===== src/rtl/efi_pkg.sv =====
package efi_pkg;
  localparam int REG_W      = 32;
  localparam int PAT_WORDS  = 4;
  localparam int PAT_W      = REG_W * PAT_WORDS;
  localparam int PAT_BASE   = 'h4C;
  localparam int CNT_OFS    = 'h74;

  typedef struct packed {
    logic [PAT_WORDS-1:0] patWrSel;
    logic [PAT_WORDS-1:0] patRdSel;
    logic                 injectNow;
  } efi_strobes_t;
endpackage


===== src/rtl/efi_ctrl.sv =====
module efi_ctrl
  import efi_pkg::*;
#(
  parameter int ADDR_W = 8,
  parameter int CNT_W  = 28
) (
  input  logic              clk,
  input  logic              rstN,
  input  logic [ADDR_W-1:0] regAddr,
  input  logic              regWrEn,
  input  logic [CNT_W-1:0]  regCntData,
  input  logic              inWrValid,
  output efi_strobes_t      strobes,
  output logic [CNT_W-1:0]  cntValue,
  output logic              armed,
  output logic              cntRdSel
);
  logic [CNT_W-1:0] cntQ;
  logic             armedQ;
  logic             cntHit;
  logic             cntZero;

  assign cntRdSel = (regAddr == ADDR_W'(CNT_OFS));
  assign cntHit   = regWrEn && cntRdSel;
  assign cntZero  = (cntQ == '0);

  for (genvar i = 0; i < PAT_WORDS; i++) begin : g_sel
    assign strobes.patRdSel[i] = (regAddr == ADDR_W'(PAT_BASE + 4 * i));
    assign strobes.patWrSel[i] = regWrEn && strobes.patRdSel[i];
  end

  // the decision for the current write uses state from before this edge
  assign strobes.injectNow = inWrValid && armedQ && cntZero;

  always_ff @(posedge clk or negedge rstN) begin
    if (!rstN) begin
      cntQ   <= '0;
      armedQ <= 1'b0;
    end else if (cntHit) begin
      cntQ   <= regCntData;
      armedQ <= 1'b1;
    end else if (inWrValid && !cntZero) begin
      cntQ   <= cntQ - CNT_W'(1);
    end else if (strobes.injectNow) begin
      armedQ <= 1'b0;
    end
  end

  assign cntValue = cntQ;
  assign armed    = armedQ;
endmodule


===== src/rtl/efi_datapath.sv =====
module efi_datapath
  import efi_pkg::*;
#(
  parameter int DATA_W = 64,
  parameter int CHK_W  = 8
) (
  input  logic              clk,
  input  logic              rstN,
  input  efi_strobes_t      strobes,
  input  logic [REG_W-1:0]  regWrData,
  input  logic [DATA_W-1:0] inWrData,
  input  logic [CHK_W-1:0]  inWrCheck,
  output logic [DATA_W-1:0] outWrData,
  output logic [CHK_W-1:0]  outWrCheck,
  output logic [REG_W-1:0]  patRdData
);
  logic [PAT_W-1:0] patFull;

  for (genvar i = 0; i < PAT_WORDS; i++) begin : g_word
    logic [REG_W-1:0] wordQ;
    always_ff @(posedge clk or negedge rstN) begin
      if (!rstN) wordQ <= '0;
      else if (strobes.patWrSel[i]) wordQ <= regWrData;
    end
    assign patFull[i*REG_W +: REG_W] = wordQ;
  end

  always_comb begin
    patRdData = '0;
    for (int i = 0; i < PAT_WORDS; i++) begin
      if (strobes.patRdSel[i]) patRdData = patRdData | patFull[i*REG_W +: REG_W];
    end
  end

  assign outWrData  = strobes.injectNow ? (inWrData ^ patFull[DATA_W-1:0]) : inWrData;
  assign outWrCheck = inWrCheck;
endmodule


===== src/rtl/ecc_fault_injector.sv =====
module ecc_fault_injector
  import efi_pkg::*;
#(
  parameter int ADDR_W = 8,
  parameter int DATA_W = 64,
  parameter int CHK_W  = 8,
  parameter int CNT_W  = 28
) (
  input  logic              clk,
  input  logic              rstN,
  input  logic [ADDR_W-1:0] regAddr,
  input  logic              regWrEn,
  input  logic [31:0]       regWrData,
  output logic [31:0]       regRdData,
  input  logic              inWrValid,
  input  logic [DATA_W-1:0] inWrData,
  input  logic [CHK_W-1:0]  inWrCheck,
  output logic              outWrValid,
  output logic [DATA_W-1:0] outWrData,
  output logic [CHK_W-1:0]  outWrCheck
);
  efi_strobes_t     strobes;
  logic [CNT_W-1:0] cntValue;
  logic             armed;
  logic             cntRdSel;
  logic [REG_W-1:0] patRdData;

  efi_ctrl #(.ADDR_W(ADDR_W), .CNT_W(CNT_W)) u_ctrl (
    .clk        (clk),
    .rstN       (rstN),
    .regAddr    (regAddr),
    .regWrEn    (regWrEn),
    .regCntData (regWrData[CNT_W-1:0]),
    .inWrValid  (inWrValid),
    .strobes    (strobes),
    .cntValue   (cntValue),
    .armed      (armed),
    .cntRdSel   (cntRdSel)
  );

  efi_datapath #(.DATA_W(DATA_W), .CHK_W(CHK_W)) u_dp (
    .clk        (clk),
    .rstN       (rstN),
    .strobes    (strobes),
    .regWrData  (regWrData),
    .inWrData   (inWrData),
    .inWrCheck  (inWrCheck),
    .outWrData  (outWrData),
    .outWrCheck (outWrCheck),
    .patRdData  (patRdData)
  );

  assign outWrValid = inWrValid;
  assign regRdData  = cntRdSel ? {{(REG_W-CNT_W){1'b0}}, cntValue} : patRdData;
endmodule


===== config.mk =====
export PLATFORM = sky130hd
export DESIGN_NAME = ecc_fault_injector
export DESIGN_NICKNAME = d
export VERILOG_FILES = /design/src/rtl/efi_pkg.sv /design/src/rtl/efi_ctrl.sv /design/src/rtl/efi_datapath.sv /design/src/rtl/ecc_fault_injector.sv
export SDC_FILE = /design/constraint.sdc
export NUM_CORES = 1
export LEC_CHECK = 0
export ABC_AREA = 1
export BUFFER_PORTS_ARGS = -buffer_cell sky130_fd_sc_hd__buf_2
export CAP_MARGIN = 20
export CORE_MARGIN = 3
export CORE_UTILIZATION = 50
export CTS_BUF_LIST = sky130_fd_sc_hd__clkbuf_16
export DETAILED_ROUTE_END_ITERATION = 12
export PLACE_DENSITY_LB_ADDON = 0.25
export SYNTH_ARGS = -nofsm -noshare
export SYNTH_HDL_FRONTEND = slang
export SYNTH_HIERARCHICAL = 1
export SYNTH_SLANG_ARGS = --single-unit

===== constraint.sdc =====
create_clock -name clk -period 2.8 [get_ports clk]
set_input_delay 0.56 -clock clk [delete_from_list [all_inputs] [get_ports clk]]
set_output_delay 0.56 -clock clk [all_outputs]
set_load 0.01 [all_outputs]

# Word-level counts from Yosys, hierarchy flattened
# Index checks and enable logic that the tools add are counted.
dict set report word_totals {
  mem_bits_rw 0
  memories 0
  regBits 157
  input_bits 116
  romBits 0
  latch_bits 0
}
dict set report classes {
  n_shift 0
  n_bitwise 4
  n_lt_le_gt_ge 0
  multipliers 0
  n_eq_ne 6
  muxes 11
  addsub 1
  reduce_logical 13
  div 0
}
# cell count
set ops {}
lappend ops {{$mux W32} 5}
lappend ops {{$or A32 B32 Y32} 3}
lappend ops {{$mux W64} 1}
lappend ops {{$xor A64 B64 Y64} 1}
lappend ops {{$mux W28} 2}
lappend ops {{$eq A8 B7 Y1 const B} 5}
lappend ops {{$logic_not A28 Y1} 1}
lappend ops {{$sub A28 B1 Y28 const B} 1}
lappend ops {{$logic_and A1 B1 Y1} 8}
lappend ops {{$reduce_bool A2 Y1} 2}
lappend ops {{$mux W1} 3}
lappend ops {{$ne A2 B1 Y1 const B} 1}
lappend ops {{$reduce_and A2 Y1} 1}
lappend ops {{$logic_not A1 Y1} 1}

# Longest topological paths before layout
dict set report depth {
  depth_word 9
  ltp_mapped 12
}

# Modules after synthesis
# Netlist, hierarchy kept.
# mod seq_area_each_um2 instances area_per_inst_um2 cells_per_inst
set by_module_without_submodules {}
lappend by_module_without_submodules {efi_datapath 3203.1 1 7785.0 1246}
lappend by_module_without_submodules {efi_ctrl 725.7 1 2427.3 393}
lappend by_module_without_submodules {ecc_fault_injector 0.0 1 424.2 100}

# Worst setup path before layout
# Ideal clock, no wire load.
dict set report synth_path {
  path_kind {input-to-output}
  start {in regAddr[5]}
  end {out regRdData[28]}
  required_time_ps 2240
  t_arrival_ps 1736
  path_slack_ps 504
  stages 10
  cell_sequence {inv_1 nand4_1 nor3_1 buf_2 nand2_1 nand2_1 inv_1 nand2_1 inv_1 nor2_1}
}
# element line_no
set synth_lines {}
lappend synth_lines {{start, declared} ecc_fault_injector.sv:11} ;# input logic [ADDR_W-1:0] regAddr,
lappend synth_lines {{end, declared} ecc_fault_injector.sv:14} ;# output logic [31:0] regRdData,

==> run_results.csv <==
group,metric,value,unit
routing,wire_per_inst,14.66,um
logic_synthesis,syn_inst,1739,
place,place_hpwl,21510,um
clock_network,clkTransAtPathRegs,0.06,ns
timing,fmax,344.9,MHz
global_route,antenna_found_initial,0,
routing,avgViaCountPerCell,4.986,
timing,setup_violations,16,
job,maxCapViolCount,0,
timing,setup_ws,-0.09915,ns
critical_path,crit_arrival,2.34,ns
global_route,grt_first_pass_wirelength,50870,um
critical_path,critical_path_required,2.24,ns
power_and_ir_drop,power,7.702,mW
outcome,run_status,"finished with violations",
outcome,violations,"setup timing",
critical_path,start_kind,"register",
power_and_ir_drop,switching_power,2.815,mW
final_layout,final_core_util,64.75,%
timing,rsz0062_at_grt,"true",
global_route,grt_max_degree,83,
power_and_ir_drop,peakVddDrop,0.0004637,V
place,place.gp.congestion,0.9170,
clock_network,cts_root_buffer,"clkbuf_16",
place,port_buffers,204,
logic_synthesis,ys_warn_count,6,
power_and_ir_drop,comb_power_share,32.5,%
logic_synthesis,yosysUniqueCellTypes,31,
routing,remaining_drc_errors,0,
critical_path,cp_slowest_cell,"dfrtp_2",
global_route,gr-total-overflow,0,
final_layout,fillCellCount,1878,
logic_synthesis,syn_area_per_cell,6.116,sq um
clock_network,cts_buffer_depth,2,
global_route,grt_pass1_vias,10300,
final_layout,final_area,0.01331,sq mm
timing,clock_skew,0.01284,ns
timing,tns,-0.3742,ns
die,io-pin-count,221,
final_layout,seqCellArea,0.003948,sq mm
power_and_ir_drop,clkPwrFrac,29.5,%
clock_network,worstSkewPairLatency,0.42,ns
final_layout,synthToLayoutAreaGrowth,25.15,%
global_route,track_usage,26.50,%
timing,final_hold_viol_count,0,
routing,drtPass1Iterations,6,
die,die_h,151.9,um
routing,num_vias,11170,
logic_synthesis,ys_ff_latch,157,
die,dieWidth,151.9,um
routing,wl,32850,um
logic_synthesis,netlist_area,0.01064,sq mm
power_and_ir_drop,leakagePower,7.727,nW
timing,max_slew_margin,48.97,%
place,post-place-ws,0.1521,ns
final_layout,nNetsFinal,2075,
final_layout,multiInputGateArea,0.005122,sq mm
clock_network,cts_hold_buf,0,
power_and_ir_drop,power.density,578.6,mW/mm^2
timing,period_needed,2.899,ns
power_and_ir_drop,seqPwrFrac,38.1,%
critical_path,cp_slowest_stage_delay,0.45,ns
die,core,0.02056,sq mm
final_layout,n_antenna_cell,0,
power_and_ir_drop,internal-power,4.886,mW
hold_path,min_path_type,"in -> async",
power_and_ir_drop,swShare,36.56,%
routing,drtIter0Drc,927,
clock_network,cts-buffers-inserted,17,
place,place_area,0.01192,sq mm
clock_network,cts_tree,"yes",
critical_path,cp-end-kind,"primary output",
timing,finalCritPeriodShare,103.5,%
clock_network,htree_levels,4,
critical_path,critPathKind,"reg -> out",
die,rows,52,
critical_path,critical_path.max_fanout,8,
final_layout,layout-drive-gt1-share,21.42,%
logic_synthesis,syn_nets,1857,
critical_path,cp_cell_sequence,"nor2_4 > nand3_2 > nor2_2 > nand3_2 > nor2_4 > buf_12 > clkbuf_16 > clkbuf_16 > nand2_2 > nand2_1 > nand2_1 > inv_1 > buf_2",
timing,worstMarginPinSlew,0.7626,ns
routing,drt.antenna.violating_nets,0,
clock_network,clock-sinks,157,
die,dieArea,0.02306,sq mm
logic_synthesis,synth.yosys.seq_area_share,36.94,%
die,initial_core_util,51.73,%
timing,maxSlewViolCount,0,
==> cells by family (layout without fill, tap and decap cells) <==
| kind of cell | Yosys count | after routing | synth area share, % |
|---|---|---|---|
| AO/OA/AOI/OAI | 146 | 146 | 7.199 |
| XOR/XNOR | 5 | 5 | 0.4118 |
| adder cells (fa/ha/maj) | 2 | 2 | 0.2352 |
| buffers and inverters | 435 | 666 | 17.48 |
| flip-flops | 157 | 157 | 36.94 |
| AND/OR/NAND/NOR | 994 | 994 | 37.74 |
==> stage by stage <==
step / hold slack (ns) / cells
6_report: 0.03330 / 2240
5_1_grt: 0.05161 / 2240
4_1_cts: 0.04348 / 2222
3_5_place_dp: 0.4889 / 2164
3_3_place_gp: 0.4842 / 2164
2_1_floorplan: 0.2644 / 1739
==> critical path, delay by kind of cell (launching register included) <==
kind	cells	cell delay [ns]
simple gates	8	0.80
flops	1	0.45
buf+inv	5	0.66
==> metal layers <==
layer | wire, um | part of all wire (%) | vias to the layer above | GRT usage [%]
met2 | 16090 | 49 | 457 | 46.40
met3 | 2368 | 7.2 | 48 | 4.465
met1 | 13840 | 42 | 5102 | 34.21
li1 | - | - | 5561 | -
met5 | 0 | 0 | - | 0
met4 | 547 | 1.7 | 0 | 6.892
==> flip-flops by register name, summed over array words and instances, names as in the netlist <==
| name | flops |
|---|---|
| u_dp/g_word.wordQ | 128 |
| u_ctrl/cntValue | 28 |
| u_ctrl/armed | 1 |
==> power groups by stage <==
stage	registers, mW	clock network, mW	logic (mW)
after floorplan	2.87	0	1.40
after global placement	2.96	0	1.95
after detailed placement	2.97	0	1.99
after CTS	2.91	2.30	2.36
after global routing	2.96	2.39	2.83
final	2.93	2.27	2.50
==> repair_timing <==
action                                 in CTS  in global routing
pin swaps                                   7                 33
setup buffers                              23                 13
setup endpoints to repair                  64                 87
resized for setup                          37                 75
endpoints found under the hold margin       0                  0
cloned                                      3                  6
==> synth_stat cells <==
library cell / instances / area, sq um
o21ai_2: 8 / 70.07
clkbuf_1: 9 / 33.78
nor4_1: 2 / 12.51
nor2_4: 1 / 11.26
nor2_1: 53 / 198.9
nand3b_1: 5 / 37.54
dfrtp_1: 157 / 3929
nand3_1: 108 / 540.5
nor3_1: 4 / 20.02
xnor2_1: 3 / 26.28
nand4_1: 9 / 56.30
ha_1: 2 / 25.02
inv_8: 1 / 11.26
and2_2: 1 / 7.510
inv_2: 3 / 11.26
inv_1: 353 / 1325
buf_2: 34 / 170.2
o21bai_1: 2 / 15.01
buf_4: 23 / 172.7
nor3_4: 1 / 16.27
and3_1: 1 / 6.260
buf_6: 12 / 135.1
nand3_2: 1 / 10.01
nand3_4: 1 / 17.52
nand2_2: 5 / 31.28
o21ai_0: 134 / 670.6
xor2_1: 2 / 17.52
o21ai_1: 2 / 10.01
nand2_4: 2 / 22.52
nor2_2: 9 / 56.30
nand2_1: 791 / 2969
==> worst paths after layout <==
| kind | startpoint | slack, ns | cells past startpoint | to |
|---|---|---|---|---|
| setup / recovery | u_ctrl/cntValue[8] | -0.1 | 13 | outWrData[29] |
| hold / removal | rstN | 0.03 | 1 | u_dp/g_word[0].wordQ[6] |
| setup reg to reg | u_ctrl/cntValue[0] | 0.69 | 11 | u_ctrl/cntValue[22] |
| hold reg to reg | u_dp/g_word[2].wordQ[12] | 0.52 | 2 | u_dp/g_word[2].wordQ[12] |
| max in group asynchronous | rstN | 1.88 | 2 | u_ctrl/cntValue[16] |
| min in group clk | regWrData[30] | 0.40 | 3 | u_dp/g_word[1].wordQ[30] |
==> cell usage in the layout (no fill, tap or decap), drive strengths merged <==
master / instances
and3: 1
o21bai: 2
bufinv: 2
nand2: 798
dfrtp: 157
clkbuf: 23
and2: 1
clkinv: 10
nand3: 110
clkinvlp: 1
xnor2: 3
xor2: 2
nor2: 63
nor3: 5
nand4: 9
nor4: 2
ha: 2
o21ai: 144
inv: 359
buf: 271
nand3b: 5
==> final cells by class <==
class | count | share of cell area, %
clock buffers | 17 | 3.196
multi-input cells | 1147 | 38.48
flip-flops and latches | 157 | 29.66
repair buffers | 277 | 14.89
inverters | 357 | 10.12
clock inverters | 15 | 1.119
well taps | 270 | 2.538
No activity file was read; power rests on OpenSTA's default activity.
